## src/rtl/mbox_intc_pkg.sv

```systemverilog
package mbox_intc_pkg;

    parameter int NCORE = 4;
    parameter int NMBX  = 4;
    parameter int NTMR  = 4;
    parameter int DW    = 32;
    parameter int AW    = 8;

    localparam int CW      = $clog2(NCORE);
    localparam int NBOX    = NCORE * NMBX;
    localparam int BW      = $clog2(NBOX);
    localparam int SH_BIT  = NTMR + NMBX;
    localparam int PMU_BIT = SH_BIT + 1;
    localparam int PEND_W  = PMU_BIT + 1;
    localparam int CTRL_W  = 2 * NMBX;

    typedef enum logic [3:0] {
        ACC_NONE,
        ACC_ROUTE,
        ACC_PMU_SET,
        ACC_PMU_CLR,
        ACC_TMR,
        ACC_MBC,
        ACC_IRQP,
        ACC_FIQP,
        ACC_MB_SET,
        ACC_MB_CLR
    } acc_e;

    typedef struct packed {
        acc_e            kind;
        logic [CW-1:0]   core;
        logic [BW-1:0]   slot;
    } dec_t;

    typedef struct packed {
        logic [NMBX-1:0] fiq;
        logic [NMBX-1:0] irq;
    } split_t;

    typedef struct packed {
        logic [CW-1:0] fiq_core;
        logic [CW-1:0] irq_core;
    } shroute_t;

    // FIQ enable takes priority over IRQ enable for the same source
    function automatic split_t steer(input logic [NMBX-1:0] src,
                                     input logic [CTRL_W-1:0] ctrl);
        split_t s;
        s.fiq = src & ctrl[CTRL_W-1:NMBX];
        s.irq = src & ctrl[NMBX-1:0] & ~ctrl[CTRL_W-1:NMBX];
        return s;
    endfunction

    function automatic dec_t decode(input logic [AW-1:0] a);
        dec_t d;
        d.kind = ACC_NONE;
        d.core = a[2 +: CW];
        d.slot = a[2 +: BW];
        if (a[1:0] == 2'b00) begin
            case (a[7:4])
                4'h0: if (a[3:2] == 2'd3) d.kind = ACC_ROUTE;
                4'h1: begin
                    if (a[3:2] == 2'd0) d.kind = ACC_PMU_SET;
                    else if (a[3:2] == 2'd1) d.kind = ACC_PMU_CLR;
                end
                4'h4: d.kind = ACC_TMR;
                4'h5: d.kind = ACC_MBC;
                4'h6: d.kind = ACC_IRQP;
                4'h7: d.kind = ACC_FIQP;
                4'h8, 4'h9, 4'hA, 4'hB: d.kind = ACC_MB_SET;
                4'hC, 4'hD, 4'hE, 4'hF: d.kind = ACC_MB_CLR;
                default: d.kind = ACC_NONE;
            endcase
        end
        return d;
    endfunction

endpackage

```

## src/rtl/mbox_store.sv

```systemverilog
module mbox_store
    import mbox_intc_pkg::*;
(
    input  logic                      clk,
    input  logic                      rst,
    input  logic [NBOX-1:0]           set_hit,
    input  logic [NBOX-1:0]           clr_hit,
    input  logic [DW-1:0]             wdata,
    output logic [NBOX-1:0][DW-1:0]   box,
    output logic [NBOX-1:0]           busy
);

    for (genvar i = 0; i < NBOX; i++) begin : g_box
        always_ff @(posedge clk) begin
            if (rst)
                box[i] <= '0;
            else if (set_hit[i])
                box[i] <= box[i] | wdata;
            else if (clr_hit[i])
                box[i] <= box[i] & ~wdata;
        end

        assign busy[i] = |box[i];


        set_lands_chk: assert property (@(posedge clk) disable iff (rst)
            set_hit[i] |=> ((box[i] & $past(wdata)) == $past(wdata)));


        clr_lands_chk: assert property (@(posedge clk) disable iff (rst)
            clr_hit[i] |=> ((box[i] & $past(wdata)) == '0));


        rst_empty_chk: assert property (@(posedge clk)
            rst |=> (box[i] == '0));
    end

endmodule

```

## src/rtl/core_irq_path.sv

```systemverilog
module core_irq_path
    import mbox_intc_pkg::*;
(
    input  logic              clk,
    input  logic              rst,
    input  logic [NTMR-1:0]   tmr_src,
    input  logic [NMBX-1:0]   mbx_busy,
    input  logic [CTRL_W-1:0] tmr_ctrl,
    input  logic [CTRL_W-1:0] mbx_ctrl,
    input  logic              sh_irq,
    input  logic              sh_fiq,
    input  logic              pmu_act,
    output logic [PEND_W-1:0] irq_pend,
    output logic [PEND_W-1:0] fiq_pend,
    output logic              irq_o,
    output logic              fiq_o
);

    split_t ts, ms;

    always_comb begin
        ts       = steer(tmr_src, tmr_ctrl);
        ms       = steer(mbx_busy, mbx_ctrl);
        irq_pend = {pmu_act, sh_irq, ms.irq, ts.irq};
        fiq_pend = {1'b0,    sh_fiq, ms.fiq, ts.fiq};
    end

    always_ff @(posedge clk) begin
        if (rst) begin
            irq_o <= 1'b0;
            fiq_o <= 1'b0;
        end else begin
            irq_o <= |irq_pend;
            fiq_o <= |fiq_pend;
        end
    end


    no_dual_route_chk: assert property (@(posedge clk) disable iff (rst)
        ((irq_pend[SH_BIT-1:0] & fiq_pend[SH_BIT-1:0]) == '0));


    irq_follow_chk: assert property (@(posedge clk) disable iff (rst)
        (|irq_pend) |=> irq_o);


    irq_drop_chk: assert property (@(posedge clk) disable iff (rst)
        !(|irq_pend) |=> !irq_o);


    fiq_follow_chk: assert property (@(posedge clk) disable iff (rst)
        (|fiq_pend) |=> fiq_o);

endmodule

```

## src/rtl/mbox_intc.sv

```systemverilog
module mbox_intc
    import mbox_intc_pkg::*;
(
    input  logic                   clk,
    input  logic                   rst,
    input  logic                   bus_wr,
    input  logic [AW-1:0]          bus_addr,
    input  logic [DW-1:0]          bus_wdata,
    output logic [DW-1:0]          bus_rdata,
    input  logic [NCORE*NTMR-1:0]  timer_irq_in,
    input  logic                   shared_irq_in,
    input  logic [NCORE-1:0]       pmu_irq_in,
    output logic [NCORE-1:0]       irq_o,
    output logic [NCORE-1:0]       fiq_o
);

    dec_t                         dec;
    logic [NCORE-1:0][CTRL_W-1:0] tmr_ctrl;
    logic [NCORE-1:0][CTRL_W-1:0] mbx_ctrl;
    shroute_t                     route;
    logic [NCORE-1:0]             pmu_en;
    logic [NBOX-1:0]              set_hit, clr_hit;
    logic [NBOX-1:0][DW-1:0]      box;
    logic [NBOX-1:0]              busy;
    logic [NCORE-1:0][PEND_W-1:0] irq_pend, fiq_pend;
    logic [NCORE-1:0]             sh_irq_v;

    assign dec = decode(bus_addr);

    always_comb begin
        set_hit = '0;
        clr_hit = '0;
        if (bus_wr && dec.kind == ACC_MB_SET) set_hit[dec.slot] = 1'b1;
        if (bus_wr && dec.kind == ACC_MB_CLR) clr_hit[dec.slot] = 1'b1;
    end

    always_ff @(posedge clk) begin
        if (rst) begin
            tmr_ctrl <= '0;
            mbx_ctrl <= '0;
            route    <= '0;
            pmu_en   <= '0;
        end else if (bus_wr) begin
            case (dec.kind)
                ACC_ROUTE:   route <= bus_wdata[2*CW-1:0];
                ACC_PMU_SET: pmu_en <= pmu_en | bus_wdata[NCORE-1:0];
                ACC_PMU_CLR: pmu_en <= pmu_en & ~bus_wdata[NCORE-1:0];
                ACC_TMR:     tmr_ctrl[dec.core] <= bus_wdata[CTRL_W-1:0];
                ACC_MBC:     mbx_ctrl[dec.core] <= bus_wdata[CTRL_W-1:0];
                default:     ;
            endcase
        end
    end

    mbox_store u_store (
        .clk     (clk),
        .rst     (rst),
        .set_hit (set_hit),
        .clr_hit (clr_hit),
        .wdata   (bus_wdata),
        .box     (box),
        .busy    (busy)
    );

    for (genvar c = 0; c < NCORE; c++) begin : g_core
        assign sh_irq_v[c] = shared_irq_in && (route.irq_core == CW'(c));

        core_irq_path u_path (
            .clk      (clk),
            .rst      (rst),
            .tmr_src  (timer_irq_in[c*NTMR +: NTMR]),
            .mbx_busy (busy[c*NMBX +: NMBX]),
            .tmr_ctrl (tmr_ctrl[c]),
            .mbx_ctrl (mbx_ctrl[c]),
            .sh_irq   (sh_irq_v[c]),
            .sh_fiq   (shared_irq_in && (route.fiq_core == CW'(c))),
            .pmu_act  (pmu_irq_in[c] && pmu_en[c]),
            .irq_pend (irq_pend[c]),
            .fiq_pend (fiq_pend[c]),
            .irq_o    (irq_o[c]),
            .fiq_o    (fiq_o[c])
        );
    end

    always_comb begin
        bus_rdata = '0;
        case (dec.kind)
            ACC_ROUTE:   bus_rdata[2*CW-1:0]   = route;
            ACC_PMU_SET,
            ACC_PMU_CLR: bus_rdata[NCORE-1:0]  = pmu_en;
            ACC_TMR:     bus_rdata[CTRL_W-1:0] = tmr_ctrl[dec.core];
            ACC_MBC:     bus_rdata[CTRL_W-1:0] = mbx_ctrl[dec.core];
            ACC_IRQP:    bus_rdata[PEND_W-1:0] = irq_pend[dec.core];
            ACC_FIQP:    bus_rdata[PEND_W-1:0] = fiq_pend[dec.core];
            ACC_MB_SET,
            ACC_MB_CLR:  bus_rdata = box[dec.slot];
            default:     bus_rdata = '0;
        endcase
    end


    shared_single_chk: assert property (@(posedge clk) disable iff (rst)
        $onehot0(sh_irq_v));


    pmu_set_chk: assert property (@(posedge clk) disable iff (rst)
        (bus_wr && dec.kind == ACC_PMU_SET) |=>
            ((pmu_en & $past(bus_wdata[NCORE-1:0])) == $past(bus_wdata[NCORE-1:0])));


    rst_quiet_chk: assert property (@(posedge clk)
        rst |=> (irq_o == '0 && fiq_o == '0 && pmu_en == '0));

endmodule

```

## config.mk

```make
export PLATFORM = sky130hd
export DESIGN_NAME = mbox_intc
export DESIGN_NICKNAME = d
export VERILOG_FILES = /design/src/rtl/mbox_intc_pkg.sv /design/src/rtl/mbox_store.sv /design/src/rtl/core_irq_path.sv /design/src/rtl/mbox_intc.sv
export SDC_FILE = /design/constraint.sdc
export NUM_CORES = 2
export LEC_CHECK = 0
export ABC_AREA = 1
export BUFFER_PORTS_ARGS = -buffer_cell sky130_fd_sc_hd__buf_2
export CORE_ASPECT_RATIO = 0.75
export CORE_MARGIN = 4
export CORE_UTILIZATION = 43
export CTS_CLUSTER_SIZE = 40
export DETAILED_ROUTE_END_ITERATION = 6
export PLACE_DENSITY_LB_ADDON = 0.15
export SYNTH_ARGS = -nofsm -noshare
export SYNTH_HDL_FRONTEND = slang
export SYNTH_SLANG_ARGS = --single-unit
```

## constraint.sdc

```tcl
create_clock -name clk -period 6 [get_ports clk]
set_input_delay 1.2 -clock clk [delete_from_list [all_inputs] [get_ports clk]]
set_output_delay 1.2 -clock clk [all_outputs]
set_load 0.1 [all_outputs]
```

==> results.md <==
- Core box area: 65600 µm²
- Least-Margin Pin Slew: 1330 ps
- RSZ-0062 raised after global routing: false
- Post-CTS resize count: 0
- Placer Congestion: 0.969
- Post-Syn Area: 28600 µm²
- DRT iter0 DRCs: 4757
- Synth top area cells: dfxtp_1 (41%), nand2_1 (12%), o21ai_0 (12%)
- Number of global-route vias before repair: 27700
- Hold slack: 477 ps
- Initial DRT Pass Iterations: 6
- Final setup viols: 0
- Crit-path cells: buf_2 > inv_2 > nand2_4 > buf_4 > o22ai_1 > o21ai_0 > nand4_1 > nor2_1 > buf_2
- Synth warn: 0
- Die Y: 231 µm
- Initial antenna violation count: 7
- Final period utilization: 85.7%
- I/O Pins: 104
- Final net count: 4238
- Clock Path Buffers: 3
- Post-Route WL: 124 mm
- Area grow syn2layout: 9.85%
- Synth area leader: dfxtp_1
- DRC viols: 0
- CP required: 4800 ps
- Startpoint types: input port
- Worst Hold End: mbx_ctrl[21]
- Slew HR: 11.4%
- FF+latch count, synth: 592
- Sequential element share of the synthesized area: 41.4%
- Clk sinks: 592
- Wire length per cell: 24.4 µm
- Maximum VDD drop: 0.231 mV
- CP max-delay cell: nor2_1
- CTS tree: done
- Max cap viols: 0
- DIE AREA: 70800 µm²
- Fill count: 6727
- First-pass GRT wire length: 184 mm
- Yosys cell types: 34
- Gr usage total: 33.6%
- Area share of the largest cell type after synthesis: 41.4%
- Row cnt: 81
- Cells after Synth: 4319
- Vias/cell: 6.13
- Most used DFF post-synth: dfxtp_1
- Post-layout min period: 5140 ps
- CTS HTree Levels: 2
- Achievable clock frequency: 194 MHz
- Async set or reset register ratio after synthesis: 0%
- Via count: 31200
- Total power: 8.68 mW
- Cell chosen for the clock root: clkbuf_16
- RR Endpoint: g_core[1].u_path.fiq_o
- Min-delay src: mbx_ctrl[21]
- Worst skew pair latency: 660 ps
- CP Max Fanout: 29
- Hold buffer count at CTS: 0
- Die Wd: 306 µm
- Most common cell in the netlist: nand2_1
- Status: finished, final reports clean
- Worst R2R Setup Slack: 3360 ps
- Worst Path Arrival: 3940 ps
- # Post-CTS Setup Buffers: 0
- Slew Limit Fails: 0
- Worst Setup SP: bus_addr[2]
- Hold depth: 2
- Initial Utilization: 43.6%
- Total negative setup slack: 0 ps
- Hold WC Path Type: flip-flop to flip-flop
- Leak: 11.5 nW
- Largest net degree at the start of global routing: 168
- Setup Crit Path Kind: input port to output port
- IO Port Bufs: 103
- GRT Residual Overflow: 0
- Syn Area/Cell: 6.62 µm²
- Endpoint class of the critical path: output port
- Pwr Density: 276 nW/µm²
- Most frequent CP cell: buf_2
- DP HPWL: 81.1 mm
- Hold Vio Cnt, Final: 0
- Layout cell share with drive strength beyond 1: 7.48%
- Max stage delay on crit path: 600 ps
- Syn nets: 4383
- Worst-path clk slew: 60 ps
- Setup Skew: 33.8 ps
- R2R cell count: 8
- Total CTS buffers: 60
- Post-route ant nets: 0
- Post-synth EDFFs: 0
- Most frequent cells after synthesis: nand2_1 (909), o21ai_0 (673), nor2_1 (658)
## metrics by stage
step	cell area, µm²	util (%)	cells	setup WS, ps
2_1_floorplan	28600	-	4319	413
3_3_place_gp	29400	44.8	4983	1010
3_5_place_dp	29400	44.8	4983	999
4_1_cts	31400	47.9	5094	996
5_1_grt	31400	47.9	5094	771
6_report	31400	47.9	5095	856
## placed cells by master (no fill, tap or decap), types with 2 or more instances in the layout
master,instances
buf_12,6
o21ai_1,10
clkbuf_16,60
nand2_4,4
nor4_1,2
clkbuf_1,16
nand3_1,72
bufinv_16,4
nand3b_1,10
inv_6,3
o21ai_0,673
clkinv_2,8
buf_4,55
a21oi_1,575
nand2_1,905
nor3_1,20
o2111ai_1,4
o211ai_1,4
inv_1,88
nand3_2,11
dfxtp_1,592
nor2_4,23
clkbuf_8,17
inv_2,14
o22ai_1,237
a22oi_1,6
nor2_1,650
o21bai_1,4
nor2_2,2
buf_2,102
nand4_1,34
## worst max-delay path: cells and delay by family
family	cells	cell delay (ps)
buffers and inverters	4	1210
and+or+nand+nor	3	1100
AOI/OAI and AO/OA	2	370
## layout make-up
type                    count  area [µm²]  area share (%)
multi-input cells        3253       15000            47.7
flip-flops and latches    592       11900            37.7
clock buffers              93        1800            5.71
well taps                 871        1090            3.47
repair buffers            164        1060            3.37
inverters                 103         387            1.23
clock inverters            18         236           0.752
diodes                      1        2.50         0.00796
## power by group
part | internal [mW] | switching [mW]
clock network | 2.23 | 1.71
registers | 3.94 | 0.00838
logic | 0.153 | 0.632
total | 6.32 | 2.35
## metal layers
layer	vias to the layer above	global-route usage (%)	wire length [µm]
met4	2	9.41	3820
met1	14800	51.2	55600
met3	212	8.93	16300
li1	14300	-	-
met5	-	0	13
met2	1922	46.1	48500
## logic make-up (layout without fill, tap and decap cells)
| logic type | Yosys count | after routing | synth area share [%] |
|---|---|---|---|
| simple gates | 1737 | 1737 | 24.2 |
| compound gates | 1516 | 1516 | 27.8 |
| flops | 592 | 592 | 41.4 |
| buf+inv | 474 | 378 | 6.67 |
| other cells | 0 | 1 | 0 |
## worst max path at each step
stage,to,cells past startpoint
2_1_floorplan,bus_rdata[9],8
3_3_place_gp,bus_rdata[5],13
3_5_place_dp,bus_rdata[28],9
4_1_cts,bus_rdata[28],9
5_1_grt,bus_rdata[11],9
6_report,bus_rdata[12],9
Power figures use the tool's default switching activity.
